[config.mk]
export PLATFORM = sky130hd
export DESIGN_NAME = rtcs_top
export DESIGN_NICKNAME = d
export VERILOG_FILES = /design/src/rtl/rtcs_pkg.sv /design/src/rtl/rtcs_rst_sync.sv /design/src/rtl/rtcs_tick_div.sv /design/src/rtl/rtcs_time_core.sv /design/src/rtl/rtcs_bus_if.sv /design/src/rtl/rtcs_top.sv
export SDC_FILE = /design/constraint.sdc
export NUM_CORES = 1
export LEC_CHECK = 0
export ABC_AREA = 1
export BUFFER_PORTS_ARGS = -buffer_cell sky130_fd_sc_hd__buf_2
export CORE_ASPECT_RATIO = 1.5
export CORE_MARGIN = 2
export CORE_UTILIZATION = 50
export CTS_BUF_LIST = sky130_fd_sc_hd__clkbuf_8
export DETAILED_ROUTE_END_ITERATION = 8
export GPL_TIMING_DRIVEN = 0
export PLACE_DENSITY = 0.69
export SYNTH_ARGS = -nofsm -noshare
export SYNTH_HDL_FRONTEND = slang
export SYNTH_SLANG_ARGS = --single-unit
export TNS_END_PERCENT = 100
[constraint.sdc]
create_clock -name clk -period 4.8 [get_ports clk]
set_input_delay 0.48 -clock clk [delete_from_list [all_inputs] [get_ports clk]]
set_output_delay 0.48 -clock clk [all_outputs]
set_load 0.02 [all_outputs]
[src/rtl/rtcs_pkg.sv]
package rtcs_pkg;
  localparam int unsigned OFS_SET_WR = 'h00;
  localparam int unsigned OFS_SET_RD = 'h04;
  localparam int unsigned OFS_CAL    = 'h08;
  localparam int unsigned OFS_CUR    = 'h10;
  localparam int unsigned OFS_STS    = 'h20;
  localparam int unsigned OFS_CTRL   = 'h40;

  localparam int unsigned CTRL_BAT_BIT = 31;
  localparam int unsigned STS_SEC_BIT  = 0;

  typedef enum logic [2:0] {
    SEL_NONE,
    SEL_SET_WR,
    SEL_SET_RD,
    SEL_CAL,
    SEL_CUR,
    SEL_STS,
    SEL_CTRL
  } reg_sel_e;
endpackage

[src/rtl/rtcs_rst_sync.sv]
module rtcs_rst_sync (
  input  logic clk,
  input  logic rst_n_in,
  output logic rst_n_out
);
  logic [1:0] sync_q;

  always_ff @(posedge clk or negedge rst_n_in) begin
    if (!rst_n_in) sync_q <= 2'b00;
    else           sync_q <= {sync_q[0], 1'b1};
  end

  assign rst_n_out = sync_q[1];
endmodule

[src/rtl/rtcs_tick_div.sv]
module rtcs_tick_div #(
  parameter int unsigned TICK_W = 16,
  parameter int unsigned FRAC_W = 4,
  localparam int unsigned CAL_W = TICK_W + FRAC_W + 1,
  localparam int unsigned CNT_W = TICK_W + 1
) (
  input  logic             clk,
  input  logic             rst_n,
  input  logic             xtal_en,
  input  logic             cal_wr,
  input  logic [CAL_W-1:0] cal_val,
  output logic             sec_evt
);
  logic [TICK_W-1:0] ticks;
  logic [FRAC_W-1:0] frac;
  logic              frac_on;
  logic              extra;
  logic [CNT_W-1:0]  period;
  logic [CNT_W-1:0]  cnt_inc;
  logic              terminal;

  logic [CNT_W-1:0]  cnt_q, cnt_d;
  logic [FRAC_W-1:0] win_q, win_d;
  logic              cnt_en;

  assign ticks   = cal_val[TICK_W-1:0];
  assign frac    = cal_val[TICK_W+FRAC_W-1:TICK_W];
  assign frac_on = cal_val[CAL_W-1];

  always_comb begin
    extra    = frac_on && (win_q < frac);
    period   = CNT_W'(ticks) + CNT_W'(extra);
    cnt_inc  = cnt_q + CNT_W'(1);
    terminal = (cnt_inc >= period);
    sec_evt  = xtal_en && terminal && !cal_wr;
  end

  always_comb begin
    cnt_en = cal_wr || xtal_en;
    cnt_d  = cnt_q;
    win_d  = win_q;
    if (cal_wr) begin
      cnt_d = '0;
      win_d = '0;
    end else if (xtal_en) begin
      if (terminal) begin
        cnt_d = '0;
        win_d = win_q + FRAC_W'(1);
      end else begin
        cnt_d = cnt_inc;
      end
    end
  end

  always_ff @(posedge clk or negedge rst_n) begin
    if (!rst_n) begin
      cnt_q <= '0;
      win_q <= '0;
    end else if (cnt_en) begin
      cnt_q <= cnt_d;
      win_q <= win_d;
    end
  end

  p_calclr_r7: assert property (@(posedge clk) disable iff (!rst_n)
    cal_wr |=> (cnt_q == '0) && (win_q == '0));
  p_evt_needs_xtal_r5: assert property (@(posedge clk) disable iff (!rst_n)
    sec_evt |-> xtal_en);
  p_idle_hold_r5: assert property (@(posedge clk) disable iff (!rst_n)
    (!xtal_en && !cal_wr) |=> ($stable(cnt_q) && $stable(win_q)));
  p_evt_restart_r6: assert property (@(posedge clk) disable iff (!rst_n)
    sec_evt |=> (cnt_q == '0));
endmodule

[src/rtl/rtcs_time_core.sv]
module rtcs_time_core #(
  parameter int unsigned TIME_W = 32
) (
  input  logic              clk,
  input  logic              rst_n,
  input  logic              sec_evt,
  input  logic              set_wr,
  input  logic [TIME_W-1:0] set_data,
  input  logic              sts_clr,
  output logic [TIME_W-1:0] cur_time,
  output logic [TIME_W-1:0] set_time,
  output logic              sec_flag
);
  logic [TIME_W-1:0] cur_q, cur_d;
  logic [TIME_W-1:0] set_q;
  logic              pend_q, pend_d;
  logic              flag_q, flag_d;

  always_comb begin
    cur_d = cur_q;
    if (sec_evt) begin
      if (pend_q) cur_d = set_q;
      else        cur_d = cur_q + TIME_W'(1);
    end
  end

  always_comb begin
    pend_d = pend_q;
    if (set_wr)       pend_d = 1'b1;
    else if (sec_evt) pend_d = 1'b0;
  end

  always_comb begin
    flag_d = flag_q;
    if (sec_evt)      flag_d = 1'b1;
    else if (sts_clr) flag_d = 1'b0;
  end

  always_ff @(posedge clk or negedge rst_n) begin
    if (!rst_n) begin
      cur_q  <= '0;
      pend_q <= 1'b0;
      flag_q <= 1'b0;
    end else begin
      if (sec_evt)            cur_q  <= cur_d;
      if (set_wr || sec_evt)  pend_q <= pend_d;
      if (sec_evt || sts_clr) flag_q <= flag_d;
    end
  end

  always_ff @(posedge clk or negedge rst_n) begin
    if (!rst_n)      set_q <= '0;
    else if (set_wr) set_q <= set_data;
  end

  assign cur_time = cur_q;
  assign set_time = set_q;
  assign sec_flag = flag_q;

  p_hold_r2: assert property (@(posedge clk) disable iff (!rst_n)
    !sec_evt |=> $stable(cur_q));
  p_load_r3: assert property (@(posedge clk) disable iff (!rst_n)
    (sec_evt && pend_q) |=> (cur_q == $past(set_q)));
  p_inc_r4: assert property (@(posedge clk) disable iff (!rst_n)
    (sec_evt && !pend_q) |=> (cur_q == $past(cur_q) + TIME_W'(1)));
  p_flag_set_r8: assert property (@(posedge clk) disable iff (!rst_n)
    sec_evt |=> flag_q);
  p_flag_clr_r8: assert property (@(posedge clk) disable iff (!rst_n)
    (sts_clr && !sec_evt) |=> !flag_q);
  p_pend_keep_r9: assert property (@(posedge clk) disable iff (!rst_n)
    set_wr |=> pend_q);
endmodule

[src/rtl/rtcs_bus_if.sv]
module rtcs_bus_if
  import rtcs_pkg::*;
#(
  parameter int unsigned    ADDR_W    = 8,
  parameter int unsigned    TIME_W    = 32,
  parameter int unsigned    CAL_W     = 21,
  parameter logic [CAL_W-1:0] CAL_RESET = 21'h198233
) (
  input  logic              clk,
  input  logic              rst_n,
  input  logic [ADDR_W-1:0] bus_addr,
  input  logic              bus_wr,
  input  logic              bus_rd,
  input  logic [CAL_W-1:0]  wdata_cal,
  input  logic              wdata_bat,
  input  logic              wdata_clr,
  input  logic [TIME_W-1:0] cur_time,
  input  logic [TIME_W-1:0] set_time,
  input  logic              sec_flag,
  output logic              set_wr,
  output logic              cal_wr,
  output logic              sts_clr,
  output logic [CAL_W-1:0]  cal_val,
  output logic [31:0]       bus_rdata
);
  reg_sel_e         sel;
  logic [CAL_W-1:0] cal_q;
  logic             bat_q;
  logic             ctrl_wr;
  logic [31:0]      rd_mux;

  always_comb begin
    unique case (bus_addr)
      ADDR_W'(OFS_SET_WR): sel = SEL_SET_WR;
      ADDR_W'(OFS_SET_RD): sel = SEL_SET_RD;
      ADDR_W'(OFS_CAL):    sel = SEL_CAL;
      ADDR_W'(OFS_CUR):    sel = SEL_CUR;
      ADDR_W'(OFS_STS):    sel = SEL_STS;
      ADDR_W'(OFS_CTRL):   sel = SEL_CTRL;
      default:             sel = SEL_NONE;
    endcase
  end

  always_comb begin
    set_wr  = bus_wr && (sel == SEL_SET_WR);
    cal_wr  = bus_wr && (sel == SEL_CAL);
    ctrl_wr = bus_wr && (sel == SEL_CTRL);
    sts_clr = bus_wr && (sel == SEL_STS) && wdata_clr;
  end

  always_ff @(posedge clk or negedge rst_n) begin
    if (!rst_n)      cal_q <= CAL_RESET;
    else if (cal_wr) cal_q <= wdata_cal;
  end

  always_ff @(posedge clk or negedge rst_n) begin
    if (!rst_n)       bat_q <= 1'b0;
    else if (ctrl_wr) bat_q <= wdata_bat;
  end

  always_comb begin
    rd_mux = '0;
    case (sel)
      SEL_SET_RD: rd_mux = 32'(set_time);
      SEL_CUR:    rd_mux = 32'(cur_time);
      SEL_STS:    rd_mux[STS_SEC_BIT]  = sec_flag;
      SEL_CTRL:   rd_mux[CTRL_BAT_BIT] = bat_q;
      default:    rd_mux = '0;
    endcase
    bus_rdata = bus_rd ? rd_mux : '0;
  end

  assign cal_val = cal_q;

  p_cal_keep_r7: assert property (@(posedge clk) disable iff (!rst_n)
    !cal_wr |=> $stable(cal_q));
  p_bat_keep_r10: assert property (@(posedge clk) disable iff (!rst_n)
    !ctrl_wr |=> $stable(bat_q));
  p_onestrobe_r11: assert property (@(posedge clk) disable iff (!rst_n)
    $onehot0({set_wr, cal_wr, ctrl_wr, sts_clr}));
endmodule

[src/rtl/rtcs_top.sv]
module rtcs_top #(
  parameter int unsigned ADDR_W = 8,
  parameter int unsigned TIME_W = 32,
  parameter int unsigned TICK_W = 16,
  parameter int unsigned FRAC_W = 4,
  parameter logic [TICK_W+FRAC_W:0] CAL_RESET = 21'h198233
) (
  input  logic              clk,
  input  logic              rst_n,
  input  logic              xtal_en,
  input  logic [ADDR_W-1:0] bus_addr,
  input  logic [31:0]       bus_wdata,
  input  logic              bus_wr,
  input  logic              bus_rd,
  output logic [31:0]       bus_rdata
);
  localparam int unsigned CAL_W = TICK_W + FRAC_W + 1;

  logic              rst_n_s;
  logic              sec_evt;
  logic              set_wr, cal_wr, sts_clr;
  logic [CAL_W-1:0]  cal_val;
  logic [TIME_W-1:0] cur_time, set_time;
  logic              sec_flag;

  rtcs_rst_sync u_rst (
    .clk       (clk),
    .rst_n_in  (rst_n),
    .rst_n_out (rst_n_s)
  );

  rtcs_bus_if #(
    .ADDR_W    (ADDR_W),
    .TIME_W    (TIME_W),
    .CAL_W     (CAL_W),
    .CAL_RESET (CAL_RESET)
  ) u_bus (
    .clk       (clk),
    .rst_n     (rst_n_s),
    .bus_addr  (bus_addr),
    .bus_wr    (bus_wr),
    .bus_rd    (bus_rd),
    .wdata_cal (bus_wdata[CAL_W-1:0]),
    .wdata_bat (bus_wdata[rtcs_pkg::CTRL_BAT_BIT]),
    .wdata_clr (bus_wdata[rtcs_pkg::STS_SEC_BIT]),
    .cur_time  (cur_time),
    .set_time  (set_time),
    .sec_flag  (sec_flag),
    .set_wr    (set_wr),
    .cal_wr    (cal_wr),
    .sts_clr   (sts_clr),
    .cal_val   (cal_val),
    .bus_rdata (bus_rdata)
  );

  rtcs_tick_div #(
    .TICK_W (TICK_W),
    .FRAC_W (FRAC_W)
  ) u_div (
    .clk     (clk),
    .rst_n   (rst_n_s),
    .xtal_en (xtal_en),
    .cal_wr  (cal_wr),
    .cal_val (cal_val),
    .sec_evt (sec_evt)
  );

  rtcs_time_core #(
    .TIME_W (TIME_W)
  ) u_time (
    .clk      (clk),
    .rst_n    (rst_n_s),
    .sec_evt  (sec_evt),
    .set_wr   (set_wr),
    .set_data (bus_wdata[TIME_W-1:0]),
    .sts_clr  (sts_clr),
    .cur_time (cur_time),
    .set_time (set_time),
    .sec_flag (sec_flag)
  );
endmodule

**Word level (Yosys, flattened, before mapping)**

Index checks and enable logic that the tools add are counted.

- Bits of input ports: 45
- Flip-flop bits (word level): 111
- Word-level logic and storage cells: 63
- Output and inout port bits: 32

- Reductions and logical operators: 21
- Mux-type cells: 16
- $lt $le $gt $ge: 2
- Equality and inequality tests: 11
- $add $sub $neg: 4

Operators by type and width:

| cell | count |
|---|---|
| $mux W32 | 2 |
| $pmux W30 S2 | 1 |
| $mux W17 | 3 |
| $add A32 B1 Y32 const B | 1 |
| $pmux W3 S6 | 1 |
| $add A16 B1 Y17 | 1 |
| $add A17 B1 Y17 const B | 1 |
| $ge A17 B17 Y1 | 1 |
| $mux W4 | 3 |
| $eq A3 B3 Y1 const B | 3 |
| $eq A8 B3 Y1 const B | 1 |
| $eq A8 B4 Y1 const B | 1 |
| $eq A8 B5 Y1 const B | 1 |
| $eq A8 B6 Y1 const B | 1 |
| $eq A8 B7 Y1 const B | 1 |
| $logic_and A1 B1 Y1 | 8 |
| $logic_not A8 Y1 | 1 |
| $reduce_bool A2 Y1 | 4 |
| $eq A3 B2 Y1 const B | 2 |
| $pmux W1 S3 | 2 |
| $reduce_and A2 Y1 | 3 |
| $add A4 B1 Y4 const B | 1 |
| $lt A4 B4 Y1 | 1 |
| $mux W1 | 4 |
| 4 further kinds | 6 |

**Logic depth before layout (Yosys ltp)**

Gate-level depths: netlist (run 1).

- Depth in word-level cells: 8
- Depth in mapped cells: 26
- Mapped depth without buffers: 25

**Cells and area by module**

A second synthesis (run 1) with hierarchy kept.

- Cell total of the unflattened synthesis: 1,138
- Area, all modules: 7,731.2 sq um

By module, submodules not included:

| module | area an instance (sq um) | seq. area each (sq um) | cells each | times used |
|---|---|---|---|---|
| rtcs_time_core | 3,751.1 | 1,651.6 | 548 | 1 |
| rtcs_tick_div | 2,154.6 | 525.5 | 310 | 1 |
| rtcs_bus_if | 1,771.7 | 561.8 | 277 | 1 |
| rtcs_rst_sync | 53.8 | 50.0 | 3 | 1 |

**Worst setup path after synthesis (run 1)**

No wires, ideal clock.

- Path kind: flip-flop to flip-flop
- Start: register u_bus.cal_q[19] (netlist: u_bus.cal_val[19])
- End: register u_time.cur_q[15] (netlist: u_time.cur_time[15])
- Period minus slack after synthesis: 3.631 ns
- Cell stages (with the launch flop): 26
- Library setup time: 0.117 ns
- Required time: 4.683 ns
- Path buffers: 1
- Data arrival time: 3.514 ns
- Path slack: 1.169 ns
- Cells stage by stage: dfstp_2 > inv_1 > ha_1 > a21oi_1 > and3_1 > ha_1 > ha_1 > nand3_1 > nor2_1 > nand2_1 > nor3_1 > nand3_1 > xnor2_1 > inv_1 > ha_1 > nand2_1 > inv_1 > nand2_1 > nand2_1 > a21oi_2 > nand4_4 > nand2_8 > inv_6 > buf_8 > nand2_1 > nand2_1

- Word-level cells in the longest chain between the ends: 6

Ends and longest elaborated chain:

| what | line | text |
|---|---|---|
| start, declared | rtcs_bus_if.sv:27 | `logic [CAL_W-1:0] cal_q;` |
| start signal, assigned | rtcs_bus_if.sv:53 | `else if (cal_wr) cal_q <= wdata_cal;` |
| $lt A4 B4 Y1 | rtcs_tick_div.sv:31 | `extra = frac_on && (win_q < frac);` |
| $logic_and A1 B1 Y1 | rtcs_tick_div.sv:31 |  |
| $add A16 B1 Y17 | rtcs_tick_div.sv:32 | `period = CNT_W'(ticks) + CNT_W'(extra);` |
| $ge A17 B17 Y1 | rtcs_tick_div.sv:34 | `terminal = (cnt_inc >= period);` |
| $logic_and A1 B1 Y1 (2 in a row) | rtcs_tick_div.sv:35 | `sec_evt = xtal_en && terminal && !cal_wr;` |
| end signal, assigned | rtcs_time_core.sv:45 | `if (sec_evt) cur_q <= cur_d;` |
| end, declared | rtcs_time_core.sv:14 | `logic [TIME_W-1:0] cur_q, cur_d;` |

Every way passes these cells.
A chain may end at the register's enable or synchronous reset.

**Final worst setup path (run 1)**

- Start: register u_bus.cal_q[19] (netlist: u_bus.cal_val[19])
- End: register u_time.cur_q[28] (netlist: u_time.cur_time[28])

The elaborated chain is that of the path after synthesis.

==> results of run 1 <==
[final cells by class]
cell class | count | area [um2] | area share
Multi-Input combinational cell | 790 | 4130 | 0.495
Sequential cell | 111 | 2790 | 0.335
Timing Repair Buffer | 78 | 418 | 0.0501
Inverter | 95 | 362 | 0.0433
Tap cell | 196 | 245 | 0.0294
Buffer | 34 | 208 | 0.0249
Clock buffer | 10 | 138 | 0.0165
Clock inverter | 6 | 51.3 | 0.00615
[cell usage in the layout (no fill, tap or decap), drive strengths merged, types with 25 or more instances in the layout]
cell	n
dfrtp	102
nor2	86
nand3	61
ha	25
a21oi	42
inv	100
o21ai	65
nand2	402
buf	99
xor2	28
[state kept, by name, indices dropped and copies added (netlist names)]
signal	cells
u_time.cur_time	32
u_time.set_time	32
u_bus.cal_val	21
u_div.cnt_q	17
u_div.win_q	4
u_rst.sync_q	2
u_bus.bat_q	1
u_time.pend_q	1
u_time.sec_flag	1
[per-layer routing]
metal	share of wire	global-route usage
met5	0	0
met4	0.038	0.133
met3	0.026	0.0250
met2	0.56	0.534
met1	0.38	0.285
[synth_stat cells (all sizes together)]
library cell and count:
o211ai 2, mux2 10, dfstp 9, clkbuf 12, conb 1, and3 1, mux2i 3, xnor2 10
buf 22, a22oi 2, ha 25, nor3 13, nand4 13, or2 9, a211oi 1, a21boi 1
inv 95, nand3 61, a21oi 42, a31oi 1, dfrtp 102, o22ai 1, o21ai 65, nand3b 8
nor2 86, a21o 1, nand2 402, o21bai 3, o221ai 1, xor2 28
[worst paths after layout]
kind                                                     from                               to  slack, ns  cells after the start
worst min register to register      u_rst.sync_q[1]$_DFF_PN0_  u_time.cur_time[21]$_DFFE_PN0P_       0.34                      0
min in group asynchronous           u_rst.sync_q[1]$_DFF_PN0_  u_time.cur_time[21]$_DFFE_PN0P_       0.34                      0
worst max register to register  u_bus.cal_val[19]$_DFFE_PN1P_  u_time.cur_time[28]$_DFFE_PN0P_       0.50                     25
worst max-delay path            u_bus.cal_val[19]$_DFFE_PN1P_  u_time.cur_time[28]$_DFFE_PN0P_       0.50                     25
worst min-delay path                            bus_wdata[25]  u_time.set_time[25]$_DFFE_PN0P_       0.30                      2
max in group asynchronous           u_rst.sync_q[1]$_DFF_PN0_     u_bus.cal_val[5]$_DFFE_PN1P_       3.67                      1
[cell families after synthesis]
kind of cell | count (synthesis)
simple gates | 593
buf+inv | 129
compound gates | 120
flops | 111
xor+xnor | 38
fa+ha+maj | 25
mux | 13
other cells | 1
[report_power, final]
part           switching [mW]  internal (mW)  leakage, nW  total, mW
Clock                   0.370          0.213       0.0985      0.583
Combinational           0.520          0.313         2.54      0.833
Sequential              0.124           1.03         1.48       1.15
Total                    1.01           1.55         4.13       2.57
[critical path: cells and delay by family, from the launching register on]
kind	cells	cell delay (ns)
and+or+nand+nor	13	1.82
adders and majority gates	4	0.98
DFF	1	0.55
AOI/OAI and AO/OA	2	0.34
buffers and inverters	5	0.33
xor gates and xnor gates	1	0.15
[metrics by stage]
step | area [um2] | instances
2_1_floorplan | 7490 | 1030
3_3_place_gp | 8120 | 1302
3_5_place_dp | 8150 | 1303
4_1_cts | 8350 | 1320
5_1_grt | 8350 | 1320
6_report | 8350 | 1320
==> results.json, run 1 <==
{
  "cts_tree": "built",
  "netlist_instances": 1030,
  "yosys_warnings": 0,
  "cts_root_buf": "clkbuf_8",
  "ys_types": 49,
  "synth_nets": 1100,
  "final_net_count": 1189,
  "synth_fa_ha_area_frac": 0.0418,
  "slew_headroom": 0.582,
  "synth.area.mux_share": 0.0216,
  "antenna_found_initial": 0,
  "fin_crit_sh": 0.896,
  "dp.final_hpwl_um": 16300,
  "port_buffers": 76,
  "post_cts_buffers": 0,
  "cts-resized-gates": 0,
  "max_freq_mhz": 233,
  "setup-violations-final": 0,
  "critical_path_arrival_ns": 4.59,
  "vias": 6850,
  "firstDrtPassIters": 5,
  "synth-simple-area-share": 0.349,
  "p_leak_nw": 4.13,
  "diodes": 0,
  "power_mw": 2.57,
  "synth_compound_area_frac": 0.0939,
  "die-height_um": 154,
  "vias_per_cell": 5.19,
  "overflow": 0,
  "synth_top_area_frac": 0.341,
  "clk_path_buf_depth": 2,
  "globalplace.congestion": 0.975,
  "synth_top_family_by_area": "simple AND/OR/NAND/NOR gates",
  "avgRoutedWirePerCell_um": 15.9,
  "grt_max_degree": 70,
  "nFillCells": 1483,
  "rsz0062_at_grt": "false",
  "max_cap_violations": 0,
  "status": "finished clean",
  "finClkSkew_ns": 0.0111,
  "cts.hold.buffers_added": 1,
  "core_mm2": 0.0146,
  "critPathLaunchType": "flop",
  "slowest_delay_ns": 0.55,
  "wl_um": 21000,
  "synth_area_mm2": 0.00749,
  "clk_latency_ns": 0.40,
  "synthTopCellsByArea": "dfrtp_1 34%, nand2_1 20%, inv_1 4.5%",
  "crit_path_max_fanout": 10,
  "remaining_drc_errors": 0,
  "synth_xor_area_frac": 0.0444,
  "hold_ws_ns": 0.304,
  "slowest_stage": "dfstp_2",
  "cp.required_ns": 5.09,
  "drt_iter0_drc": 275,
  "die_area_mm2": 0.0160,
  "drv_slew": 0,
  "hp-class": "in2reg",
  "numCtsBuffers": 9,
  "finalCriticalPeriod_ns": 4.30,
  "die_x_um": 104,
  "io-pin-count": 77,
  "syn_to_final_growth_pct": 11.4,
  "critPathMostFrequentCell": "nand2_1",
  "place_ws_ns": 0.509,
  "synth_top_area_cell": "dfrtp_1",
  "fin_ws_ns": 0.501,
  "worst_slew_pin_slew_ns": 0.626,
  "grt_pass1_vias": 6841,
  "grt_usage": 0.272,
  "crit_type": "reg2reg",
  "end_kind": "flop",
  "final_core_util": 0.572,
  "grt_pass1_wl_um": 34100,
  "clock_sinks": 111,
  "setup-tns-final_ns": 0,
  "rows": 54,
  "seq_area_frac_synth": 0.372,
  "powerDensity_mw_per_mm2": 308,
  "h-tree-depth": 3,
  "drive_gt1_frac": 0.181,
  "ys_ff_latch": 111,
  "final_antenna_net_count": 0,
  "start_util": 0.513,
  "clk_pin_slew_ns": 0.12,
  "irDropWorstVdd_uv": 194,
  "syn_area_per_cell_um2": 7.27,
  "hold_viol_final": 0
}
(Power assumes the default switching activity.)
==> inputs of run 2 (changes only) <==
--- a/config.mk
+++ b/config.mk
@@ -13,7 +13,7 @@
 export CTS_BUF_LIST = sky130_fd_sc_hd__clkbuf_8
 export DETAILED_ROUTE_END_ITERATION = 8
 export GPL_TIMING_DRIVEN = 0
-export PLACE_DENSITY = 0.69
+export PLACE_DENSITY_LB_ADDON = 0.2
 export SYNTH_ARGS = -nofsm -noshare
 export SYNTH_HDL_FRONTEND = slang
 export SYNTH_SLANG_ARGS = --single-unit
==> run 2 against run 1 <==
Against the previous run:
- clock power increased by 8.2%
- power is 2.0% higher
- first-iteration DRC count is 28% higher
- hold slack better by 0.0058 ns
- die area unchanged
- critical endpoint is now u_div.cnt_q[9]$_DFFE_PN0P_
- clock skew grew 0.0044 ns
- routed wire length down 0.91%
==> results.json, run 2 (synthesis results as in run 1) <==
{
  "avgRoutedWirePerCell_um": 15.8,
  "die-height_um": 154,
  "reg2reg_depth": 24,
  "overflow": 0,
  "setup-tns-final_ns": 0,
  "finalCriticalPeriod_ns": 4.24,
  "grt_usage": 0.272,
  "fin_crit_sh": 0.883,
  "clkPwrFrac": 0.241,
  "final_antenna_net_count": 0,
  "p_sw_mw": 1.01,
  "clk_latency_ns": 0.40,
  "p_leak_nw": 4.14,
  "rrSetupSlack_ns": 0.56,
  "end_kind": "flop",
  "hold_viol_final": 0,
  "p_int_mw": 1.61,
  "start_util": 0.513,
  "port_buffers": 76,
  "crit_type": "reg2reg",
  "min_delay_worst_endpoint": "u_time.set_time[22]$_DFFE_PN0P_",
  "place_ws_ns": 0.533,
  "r2r_start": "u_bus.cal_val[19]$_DFFE_PN1P_",
  "p_seq_frac": 0.442,
  "place_inst": 1303,
  "clk_path_buf_depth": 2,
  "drt_iter0_drc": 352,
  "clock_sinks": 111,
  "power_frac_comb": 0.317,
  "grt_pass1_vias": 6971,
  "antenna_found_initial": 0,
  "cts-resized-gates": 0,
  "cts_root_buf": "clkbuf_8",
  "final_common_cell": "nand2_1",
  "rows": 54,
  "vias": 6880,
  "critical_path_arrival_ns": 4.58,
  "hp-class": "in2reg",
  "grt_pass1_wl_um": 34300,
  "fin_ws_ns": 0.561,
  "worst_slew_pin_slew_ns": 0.855,
  "rsz0062_at_grt": "false",
  "cp.required_ns": 5.14,
  "final_cells": 1320,
  "diodes": 0,
  "nFillCells": 1501,
  "syn_to_final_growth_pct": 11.8,
  "powerDensity_mw_per_mm2": 313,
  "cts_tree": "built",
  "final_net_count": 1189,
  "max_freq_mhz": 236,
  "core_mm2": 0.0146,
  "max_cap_violations": 0,
  "clk_pin_slew_ns": 0.12,
  "worstReg2RegEnd": "u_div.cnt_q[9]$_DFFE_PN0P_",
  "hold_start": "bus_wdata[22]",
  "irDropWorstVdd_uv": 219,
  "slew_headroom": 0.430,
  "firstDrtPassIters": 5,
  "crit_path_max_fanout": 10,
  "die_x_um": 104,
  "globalplace.congestion": 0.975,
  "drive_gt1_frac": 0.181,
  "p_sw_frac": 0.387,
  "grt_max_degree": 65,
  "remaining_drc_errors": 0,
  "numCtsBuffers": 9,
  "vias_per_cell": 5.21,
  "h-tree-depth": 3,
  "setup-violations-final": 0,
  "drv_slew": 0,
  "critPathLaunchType": "flop",
  "min_delay_path_depth": 2,
  "die_area_mm2": 0.0160,
  "final_area_mm2": 0.00837,
  "io-pin-count": 77,
  "wl_um": 20800,
  "finClkSkew_ns": 0.0156,
  "dp.final_hpwl_um": 16400,
  "final_cell_mix": "394 x nand2_1, 101 x dfrtp_1, 90 x inv_1, 89 x buf_2, 66 x nor2_1",
  "status": "finished clean",
  "placed_area_mm2": 0.00815
}
run 2: changes by cell type in the layout (fill, tap and decap cells not counted), sizes merged:
| cell | before | now |
|---|---|---|
| clkinv | 0 | 1 |
| bufinv | 0 | 1 |
| inv | 100 | 99 |
| clkinvlp | 1 | 0 |
run 2: critical path, cell delays in order, from the launching register on:
cell	delay (ns)
dfstp_2	0.55
inv_1	0.04
ha_1	0.30
a21oi_1	0.13
and3_1	0.17
ha_1	0.17
ha_1	0.19
nand3_1	0.18
nor2_1	0.13
nand2_1	0.11
nor3_1	0.27
nand3_1	0.14
xnor2_1	0.15
inv_1	0.06
ha_1	0.31
nand2_1	0.10
inv_1	0.04
nand2_1	0.05
nand2_1	0.08
a21oi_2	0.19
nand4_4	0.26
inv_2	0.22
buf_6	0.17
nand3_1	0.07
nand2_1	0.09
run 2: cell type report:
class / count / area [um2] / share of cell area
Multi-Input combinational cell: 790 / 4130 / 0.493
Sequential cell: 111 / 2790 / 0.334
Timing Repair Buffer: 78 / 418 / 0.0499
Inverter: 95 / 362 / 0.0432
Tap cell: 196 / 245 / 0.0293
Buffer: 34 / 208 / 0.0248
Clock buffer: 10 / 138 / 0.0164
Clock inverter: 6 / 78.8 / 0.00941
run 2: power by group through the flow:
stage	Combinational [mW]	Sequential, mW	Clock, mW
after floorplan	0.629	1.14	0
after global placement	0.808	1.18	0
after global routing	0.922	1.17	0.681
after CTS	0.839	1.16	0.633
after detailed placement	0.838	1.17	0
final	0.830	1.16	0.631
run 2: metrics by stage:
step                power (mW)  utilization  hold slack (ns)
finish                    2.62        0.574            0.310
detailed placement        2.01        0.558            0.268
global route              2.78        0.574            0.306
floorplan                 1.77            -            0.184
CTS                       2.63        0.574            0.303
global placement          1.99        0.556            0.265
run 2: how the worst max path moves through the flow:
stage                                       to                          start  slack (ns)  cells past startpoint
2_1_floorplan  u_time.cur_time[15]$_DFFE_PN0P_  u_bus.cal_val[19]$_DFFE_PN1P_        1.17                     25
3_3_place_gp       u_div.cnt_q[10]$_DFFE_PN0P_      u_rst.sync_q[1]$_DFF_PN0_        0.01                      0
3_5_place_dp   u_time.cur_time[16]$_DFFE_PN0P_  u_bus.cal_val[19]$_DFFE_PN1P_        0.53                     25
4_1_cts             u_div.cnt_q[9]$_DFFE_PN0P_  u_bus.cal_val[19]$_DFFE_PN1P_        0.51                     24
5_1_grt        u_time.cur_time[15]$_DFFE_PN0P_  u_bus.cal_val[19]$_DFFE_PN1P_        0.18                     25
6_report            u_div.cnt_q[9]$_DFFE_PN0P_  u_bus.cal_val[19]$_DFFE_PN1P_        0.56                     24
run 2: routing by layer:
metal	vias to the layer above	track usage	part of all wire
met5	-	0	0
met3	66	0.0305	0.037
met4	0	0.147	0.049
met1	3184	0.288	0.37
li1	3456	-	-
met2	174	0.520	0.55
run 2: repair_timing:
action / CTS / global route
hold buffers: 1 / 0
buffers inserted: 0 / 0
hold endpoints to repair: 2 / 0
